==> config.mk <==
export PLATFORM = sky130hd
export DESIGN_NAME = uart_irq_ident
export DESIGN_NICKNAME = d
export VERILOG_FILES = /design/src/rtl/uart_irq_pkg.sv /design/src/rtl/irq_prio_enc.sv /design/src/rtl/irq_thre_track.sv /design/src/rtl/irq_stat_cap.sv /design/src/rtl/uart_irq_ident.sv
export SDC_FILE = /design/constraint.sdc
export NUM_CORES = 1
export LEC_CHECK = 0
export BUFFER_PORTS_ARGS = -buffer_cell sky130_fd_sc_hd__buf_2
export CAP_MARGIN = 15
export CORE_AREA = 2 2 39 41
export CTS_BUF_LIST = sky130_fd_sc_hd__clkbuf_4
export CTS_CLUSTER_DIAMETER = 40
export DETAILED_ROUTE_END_ITERATION = 16
export DIE_AREA = 0 0 41 43
export GPL_TIMING_DRIVEN = 1
export PLACE_DENSITY = 0.6
export SLEW_MARGIN = 20
export SYNTH_ARGS = -nofsm -noshare
export SYNTH_HDL_FRONTEND = slang
export SYNTH_SLANG_ARGS = --single-unit
==> constraint.sdc <==
create_clock -name clk -period 1.25 [get_ports clk]
set_input_delay 0.1875 -clock clk [delete_from_list [all_inputs] [get_ports clk]]
set_output_delay 0.1875 -clock clk [all_outputs]
set_load 0.02 [all_outputs]
==> src/rtl/uart_irq_pkg.sv <==
package uart_irq_pkg;
  localparam int NSRC     = 5;
  localparam int CODE_W   = 4;
  localparam int STAT_W   = 8;

  localparam int SRC_LSR  = 0;
  localparam int SRC_RXD  = 1;
  localparam int SRC_RXTO = 2;
  localparam int SRC_THRE = 3;
  localparam int SRC_MSR  = 4;

  localparam logic [STAT_W-1:0] STAT_IDLE = 8'h01;

  // Identification nibble for a source index (index order is priority order)
  function automatic logic [CODE_W-1:0] src_code(input int idx);
    case (idx)
      SRC_LSR:  src_code = 4'b0110;
      SRC_RXD:  src_code = 4'b0100;
      SRC_RXTO: src_code = 4'b1100;
      SRC_THRE: src_code = 4'b0010;
      default:  src_code = 4'b0000;
    endcase
  endfunction

  // Assemble the full status byte
  function automatic logic [STAT_W-1:0] pack_status(input logic fifo,
                                                    input logic any,
                                                    input logic [CODE_W-1:0] code);
    logic [STAT_W-1:0] b;
    b      = '0;
    b[7:6] = {2{fifo}};
    b[3:0] = any ? code : 4'b0001;
    return b;
  endfunction
endpackage

==> src/rtl/irq_prio_enc.sv <==
module irq_prio_enc
  import uart_irq_pkg::*;
#(
  parameter int N = NSRC
) (
  input  logic              clk,
  input  logic              rst_n,
  input  logic [N-1:0]      pend_i,
  output logic [N-1:0]      grant_o,
  output logic              any_o,
  output logic [CODE_W-1:0] code_o
);
  logic [N:0] block;
  assign block[0] = 1'b0;

  genvar gi;
  generate
    for (gi = 0; gi < N; gi++) begin : g_chain
      assign block[gi+1]  = block[gi] | pend_i[gi];
      assign grant_o[gi]  = pend_i[gi] & ~block[gi];
    end
  endgenerate

  assign any_o = block[N];

  always_comb begin
    code_o = '0;
    for (int i = 0; i < N; i++) begin
      if (grant_o[i]) code_o = code_o | src_code(i);
    end
  end


  onehot_grant_chk: assert property (@(posedge clk) disable iff (!rst_n)
    $onehot0(grant_o) && (any_o == (grant_o != '0)));


  lsr_top_chk: assert property (@(posedge clk) disable iff (!rst_n)
    pend_i[SRC_LSR] |-> (code_o == 4'b0110));
endmodule

==> src/rtl/irq_thre_track.sv <==
module irq_thre_track (
  input  logic clk,
  input  logic rst_n,
  input  logic thr_empty_i,
  input  logic clr_i,
  output logic rise_o,
  output logic pend_o
);
  logic thr_d;

  assign rise_o = thr_empty_i & ~thr_d;

  always_ff @(posedge clk or negedge rst_n) begin
    if (!rst_n) begin
      thr_d  <= 1'b0;
      pend_o <= 1'b0;
    end else begin
      thr_d <= thr_empty_i;
      if (rise_o)            pend_o <= 1'b1;
      else if (!thr_empty_i) pend_o <= 1'b0;
      else if (clr_i)        pend_o <= 1'b0;
    end
  end


  thre_raise_chk: assert property (@(posedge clk) disable iff (!rst_n)
    rise_o |=> pend_o);


  thre_clear_chk: assert property (@(posedge clk) disable iff (!rst_n)
    (clr_i && !rise_o) |=> !pend_o);
endmodule

==> src/rtl/irq_stat_cap.sv <==
module irq_stat_cap
  import uart_irq_pkg::*;
(
  input  logic              clk,
  input  logic              rst_n,
  input  logic              rd_stb_i,
  input  logic [STAT_W-1:0] live_i,
  output logic              rd_start_o,
  output logic [STAT_W-1:0] stat_o
);
  logic rd_d;
  logic hold;

  assign rd_start_o = rd_stb_i & ~rd_d;
  assign hold       = rd_stb_i & rd_d;

  always_ff @(posedge clk or negedge rst_n) begin
    if (!rst_n) begin
      rd_d   <= 1'b0;
      stat_o <= STAT_IDLE;
    end else begin
      rd_d <= rd_stb_i;
      if (!hold) stat_o <= live_i;
    end
  end


  hold_stable_chk: assert property (@(posedge clk) disable iff (!rst_n)
    (rd_stb_i && !rd_start_o) |=> $stable(stat_o));


  idle_code_chk: assert property (@(posedge clk) disable iff (!rst_n)
    stat_o[0] |-> (stat_o[3:1] == 3'b000));


  unused_bits_chk: assert property (@(posedge clk) disable iff (!rst_n)
    stat_o[5:4] == 2'b00);
endmodule

==> src/rtl/uart_irq_ident.sv <==
module uart_irq_ident
  import uart_irq_pkg::*;
(
  input  logic       clk,
  input  logic       rst_n,
  input  logic       fifo_en_i,
  input  logic [4:0] en_i,
  input  logic       lsr_err_i,
  input  logic       rx_trig_i,
  input  logic       rx_tmo_i,
  input  logic       thr_empty_i,
  input  logic       msr_chg_i,
  input  logic       rd_stb_i,
  output logic [7:0] stat_o,
  output logic       irq_o
);
  logic              thre_pend;
  logic              thre_rise;
  logic              thre_clr;
  logic              rd_start;
  logic [NSRC-1:0]   raw_pend;
  logic [NSRC-1:0]   masked;
  logic [NSRC-1:0]   grant;
  logic              any_pend;
  logic [CODE_W-1:0] code;
  logic [STAT_W-1:0] live_byte;

  assign raw_pend[SRC_LSR]  = lsr_err_i;
  assign raw_pend[SRC_RXD]  = rx_trig_i;
  assign raw_pend[SRC_RXTO] = rx_tmo_i;
  assign raw_pend[SRC_THRE] = thre_pend;
  assign raw_pend[SRC_MSR]  = msr_chg_i;
  assign masked             = raw_pend & en_i;

  assign thre_clr = rd_start & grant[SRC_THRE];

  irq_thre_track u_thre (
    .clk         (clk),
    .rst_n       (rst_n),
    .thr_empty_i (thr_empty_i),
    .clr_i       (thre_clr),
    .rise_o      (thre_rise),
    .pend_o      (thre_pend)
  );

  irq_prio_enc #(.N(NSRC)) u_enc (
    .clk     (clk),
    .rst_n   (rst_n),
    .pend_i  (masked),
    .grant_o (grant),
    .any_o   (any_pend),
    .code_o  (code)
  );

  assign live_byte = pack_status(fifo_en_i, any_pend, code);
  assign irq_o     = |masked;

  irq_stat_cap u_cap (
    .clk        (clk),
    .rst_n      (rst_n),
    .rd_stb_i   (rd_stb_i),
    .live_i     (live_byte),
    .rd_start_o (rd_start),
    .stat_o     (stat_o)
  );


  irq_vs_byte_chk: assert property (@(posedge clk) disable iff (!rst_n)
    !rd_stb_i |=> (stat_o[0] == !$past(irq_o)));


  masked_thre_chk: assert property (@(posedge clk) disable iff (!rst_n)
    !en_i[SRC_THRE] |-> !grant[SRC_THRE]);
endmodule

; Word-level counts from Yosys, hierarchy flattened
; Cells that the tools add are included.
[op_classes]
n_eq_ne = 1
muxes = 13
n_bitwise = 23
reduce_logical = 1
[op_table]
columns = operator, n
row1 = two-way mux 4 bit, 9
row2 = bitwise OR 4 bit, 4
row3 = AND 1 bit, 8
row4 = NOT 1 bit, 6
row5 = AND 5 bit, 1
row6 = OR reduction 5 bit, 1
row7 = bitwise OR 1 bit, 4
row8 = two-way mux 1 bit, 3
row9 = two-way mux 3 bit, 1
row10 = != test 3 x 1 -> 1 bit (second input constant), 1
[totals]
regBits = 8
in_bits = 14
elab_cells = 42

; Logic depth before layout (Yosys ltp)
[logic_depth]
ltp_word = 13
depth_mapped = 3
ltp_nobuf = 3

; Hierarchy
; From an unflattened synthesis, not the netlist that was laid out.
[hier_totals]
hier_cells = 50
area_unflattened_um2 = 574.3
[modules_own_cells]
columns = mod, instances, cells_per_inst, area_per_inst_um2, seq_area_each_um2
row1 = irq_stat_cap, 1, 19, 331.6, 226.5
row2 = uart_irq_ident, 1, 13, 88.8, 0.0
row3 = irq_prio_enc, 1, 13, 83.8, 0.0
row4 = irq_thre_track, 1, 5, 70.1, 50.0

; Least setup slack after synthesis
; No wires, ideal clock.
[synth_path]
path_type = reg-to-reg
start = reg u_thre.pend_o
end = reg u_cap.stat_o[0]
t_arrival_ns = 0.969
path_slack_ns = 0.206
stages_incl_launch_ff = 4
path_buffers = 0
path_cell_list = dfrtp_1 a22oi_1 nand3_1 o21ai_1
[synth_between]
elab_chain_cells = 6
word_cells_on_any_way = 10
cone_classes = 3 x mux / 7 x bitwise
[synth_rtl]
columns = element, line_no
row1 = "start, declared", irq_thre_track.sv:7  ; output logic pend_o
row2 = "start signal, assigned", irq_thre_track.sv:16  ; pend_o <= 1'b0;
row3 = "start signal, assigned", irq_thre_track.sv:19  ; if (rise_o) pend_o <= 1'b1;
row4 = "start signal, assigned", irq_thre_track.sv:20  ; else if (!thr_empty_i) pend_o <= 1'b0;
row5 = AND 5 bit (*), uart_irq_ident.sv:33  ; assign masked = raw_pend & en_i;
row6 = AND 1 bit or bitwise OR 1 bit (tied branches), "irq_prio_enc.sv:20, irq_prio_enc.sv:19"
row7 = two-way mux 4 bit or NOT 1 bit (tied branches), "irq_prio_enc.sv:29, irq_prio_enc.sv:20"
row8 = bitwise OR 4 bit or AND 1 bit (tied branches), "irq_prio_enc.sv:29, irq_prio_enc.sv:20"
row9 = two-way mux 4 bit, irq_prio_enc.sv:29  ; if (grant_o[i]) code_o = code_o | src_code(i);
row10 = two-way mux 4 bit (*), uart_irq_pkg.sv:32  ; b[3:0] = any ? code : 4'b0001;
row11 = "end signal, assigned", irq_stat_cap.sv:23  ; if (!hold) stat_o <= live_i;
row12 = "end, declared", irq_stat_cap.sv:9  ; output logic [STAT_W-1:0] stat_o
; Mark *: on every way between the ends. The rest lies on a longest branch, timed or not.
; A chain may end at the register's enable or synchronous reset.

; Worst setup path after layout
[layout_path]
start = reg u_thre.pend_o
end = out irq_o
[layout_between]
elab_chain_cells = 2
[layout_rtl]
columns = element, line_no
row1 = AND 5 bit, uart_irq_ident.sv:33
row2 = OR reduction 5 bit, uart_irq_ident.sv:56  ; assign irq_o = |masked;
row3 = "end, declared", uart_irq_ident.sv:15  ; output logic irq_o
; No other way between the ends.

==> flow_metrics.env <==
export IMPL_ys_top_cells_by_area="dfrtp_1 48%, dfstp_2 7.3%, buf_4 6.2%"
export IMPL_synth_area_um2=362
export IMPL_cpMaxStageDelayCell="dfrtp_1"
export IMPL_via_per_inst=4.52
export IMPL_crit_chain="a22oi_1 -> nand3_1 -> buf_6"
export IMPL_drt_initial_drc_count=10
export IMPL_period_minus_slack_ns=1.31
export IMPL_reg2regPathDepth=2
export IMPL_hp_start="thr_empty_i"
export IMPL_crit_fanout=2
export IMPL_max_clock_freq_ghz=0.762
export IMPL_routed_top_layer="met4"
export IMPL_cts_root_buf="clkbuf_4"
export IMPL_drc_errors=0
export IMPL_antenna_left=0
export IMPL_dieArea_um2=1760
export IMPL_dp_cells=68
export IMPL_critPathMaxStageDelay_ns=0.38
export IMPL_synth_ff_type="dfrtp_1"
export IMPL_cp_arrival_ns=1.12
export IMPL_dr_pass1_iters=4
export IMPL_placed_area_um2=463
export IMPL_cts_tree="yes"
export IMPL_violations="setup timing"
export IMPL_cts_buffers=3
export IMPL_skew_ns=0.0153
export IMPL_reg2reg_from="u_cap.rd_d$_DFF_PN0_"
export IMPL_synth_cells=34
export IMPL_setup_viol_count_final=1
export IMPL_core_area_um2=1380
export IMPL_synth_commonest_cells="7 x dfrtp_1, 4 x nand2_1, 3 x buf_4"
export IMPL_vias=339
export IMPL_hold_class="in -> reg"
export IMPL_cts_htree_levels=1
export IMPL_synthArstFlopShare_pct=100
export IMPL_clock_sinks=8
export IMPL_drv_cap=0
export IMPL_p_leak_nw=0.270
export IMPL_clk_path_buf_depth=2
export IMPL_fin_nets=74
export IMPL_port_buffers=20
export IMPL_fin_crit_sh_pct=105
export IMPL_hpwl_um=647
export IMPL_areaGrowthSynthToFinish_pct=45.0
export IMPL_antenna_found_initial=0
export IMPL_hold_viol_final=0
export IMPL_drt_met1_wl_um=356
export IMPL_die_x_um=41
export IMPL_clk_pin_slew_ns=0.06
export IMPL_grt_pass1_vias=312
export IMPL_irDropWorstVdd_mv=0.355
export IMPL_layout_cell_area_non_filler_um2=524
export IMPL_synth_warnings=0
export IMPL_initial_core_util_pct=26.1
export IMPL_clk_latency_ns=0.26
export IMPL_cp_start_kind="flop"
export IMPL_grt_use_total_pct=11.0
export IMPL_rrSetupSlack_ns=0.18
export IMPL_holdPathStages=1
export IMPL_power_density_nw_per_um2=1260
export IMPL_finalSetupTns_ns=-0.0621
export IMPL_rsz0062_at_grt="true"
export IMPL_gp_congestion=0.695
export IMPL_instances_no_fill=75
export IMPL_wl_um=861
export IMPL_met2_length_um=408
export IMPL_chipHeight_um=43
export IMPL_path_class="reg -> out"
export IMPL_synth_cell_types=18
export IMPL_r2r_end="u_cap.stat_o[6]$_DFFE_PN0N_"
export IMPL_hold_end="u_thre.thr_d$_DFF_PN0_"
export IMPL_wire_per_inst_um=11.5
export IMPL_finalMaxSlewViolations=0
export IMPL_grt_max_degree=9
export IMPL_endpoint_kind="primary output"
export IMPL_cp_data_required_time_ns=1.06
export IMPL_synthMostInstantiatedCell="dfrtp_1"
export IMPL_synth_edf_count=0
export IMPL_ys_ff_latch=8
export IMPL_synth_top_area_cell="dfrtp_1"
export IMPL_antenna_diode_count=0
export IMPL_drive_above_1_share_pct=47.5
export IMPL_outcome="finished, violations left"
export IMPL_p_total_mw=0.663
export IMPL_setup_ws_ns=-0.0621
export IMPL_num_rows=14
export IMPL_route_met3_wl_um=77
export IMPL_hold_ws_ns=0.0718
export IMPL_grt_overflow=0
export IMPL_avgSynthCellArea_um2=10.6
export IMPL_ys_seq_area_share_pct=55.7
export IMPL_yosysTopAreaCellShare_pct=48.4
export IMPL_pin_count=23
export IMPL_grt_pass1_wl_mm=1.26
## how the worst max path moves through the flow
stage                                    from                           to  slack, ns  depth (start not counted)
floorplan           u_thre.pend_o$_DFFE_PN0P_  u_cap.stat_o[0]$_DFFE_PN1N_       0.21                          3
detailed placement  u_thre.pend_o$_DFFE_PN0P_                        irq_o       0.19                          3
finish              u_thre.pend_o$_DFFE_PN0P_                        irq_o      -0.06                          3
global route        u_thre.pend_o$_DFFE_PN0P_                        irq_o      -0.08                          3
global placement                    lsr_err_i                        irq_o       0.19                          4
CTS                 u_thre.pend_o$_DFFE_PN0P_                        irq_o      -0.04                          3
## cell type report
class,instances,area (um^2)
well taps,16,20.0
multi-input cells,22,134
fillers,147,860
inverters,2,7.51
flip-flops and latches,8,201
repair buffers,23,131
clock buffers,4,30.0
## where the power goes
part           total (mW)  switching [mW]  internal (mW)
Combinational       0.135          0.0780         0.0572
Sequential          0.294          0.0116          0.282
Clock               0.233          0.0895          0.144
## flip-flops by register name, summed over array words and instances, names as in the netlist
name	cells
u_cap.stat_o	5
u_thre.pend_o	1
u_cap.rd_d	1
u_thre.thr_d	1
## layout by cell type, fill, tap and decap left out
| cell | synthesis | layout |
|---|---|---|
| a21oi_1 | 1 | 1 |
| a22o_1 | 1 | 1 |
| a22oi_1 | 1 | 1 |
| a22oi_2 | 1 | 1 |
| a31oi_1 | 2 | 2 |
| buf_2 | 0 | 19 |
| buf_4 | 3 | 2 |
| buf_6 | 0 | 1 |
| clkbuf_4 | 0 | 4 |
| conb_1 | 1 | 2 |
| dfrtp_1 | 7 | 7 |
| dfstp_2 | 1 | 1 |
| dlygate4sd3_1 | 0 | 1 |
| inv_1 | 2 | 2 |
| mux2_1 | 1 | 1 |
| nand2_1 | 4 | 4 |
| nand3_1 | 2 | 2 |
| nand3b_1 | 1 | 1 |
| nand4_1 | 2 | 2 |
| nor2_1 | 2 | 2 |
| o21ai_1 | 1 | 1 |
| o221a_1 | 1 | 1 |
## routing by layer
layer  vias to the layer above  global-route usage, %
met5                         -                      0
met1                       149                   11.4
li1                        166                      -
met2                        20                   16.9
met4                         0                   8.00
met3                         4                   4.19
## cell families (layout without fill, tap and decap cells)
group | Yosys count | after routing | synth area share (%)
AND/OR/NAND/NOR | 11 | 11 | 14.5
other | 1 | 2 | 1.04
flip-flops | 8 | 8 | 55.7
AO/OA/AOI/OAI | 8 | 8 | 17.3
buffers and inverters | 5 | 29 | 8.30
multiplexers | 1 | 1 | 3.11
## what timing repair did
item | CTS | global route
cloned | 0 | 0
pin swaps | 1 | 0
setup buffers | 1 | 1
resized for setup | 2 | 0
hold buffers | 1 | 0
endpoints found under the setup margin | 1 | 1
endpoints found under the hold margin | 8 | 0
## critical path, delay by kind of cell (launching register included)
family / cells / cell delay (ns)
compound gates: 1 / 0.18
buf+inv: 1 / 0.16
flops: 1 / 0.38
simple gates: 1 / 0.15
## per-stage QoR
| stage | setup WS, ns | util [%] |
|---|---|---|
| global placement | 0.192 | 33.5 |
| global route | -0.0802 | 37.9 |
| detailed placement | 0.189 | 33.5 |
| finish | -0.0621 | 37.9 |
| floorplan | 0.206 | - |
| CTS | -0.0428 | 37.3 |
(Power assumes the default switching activity.)
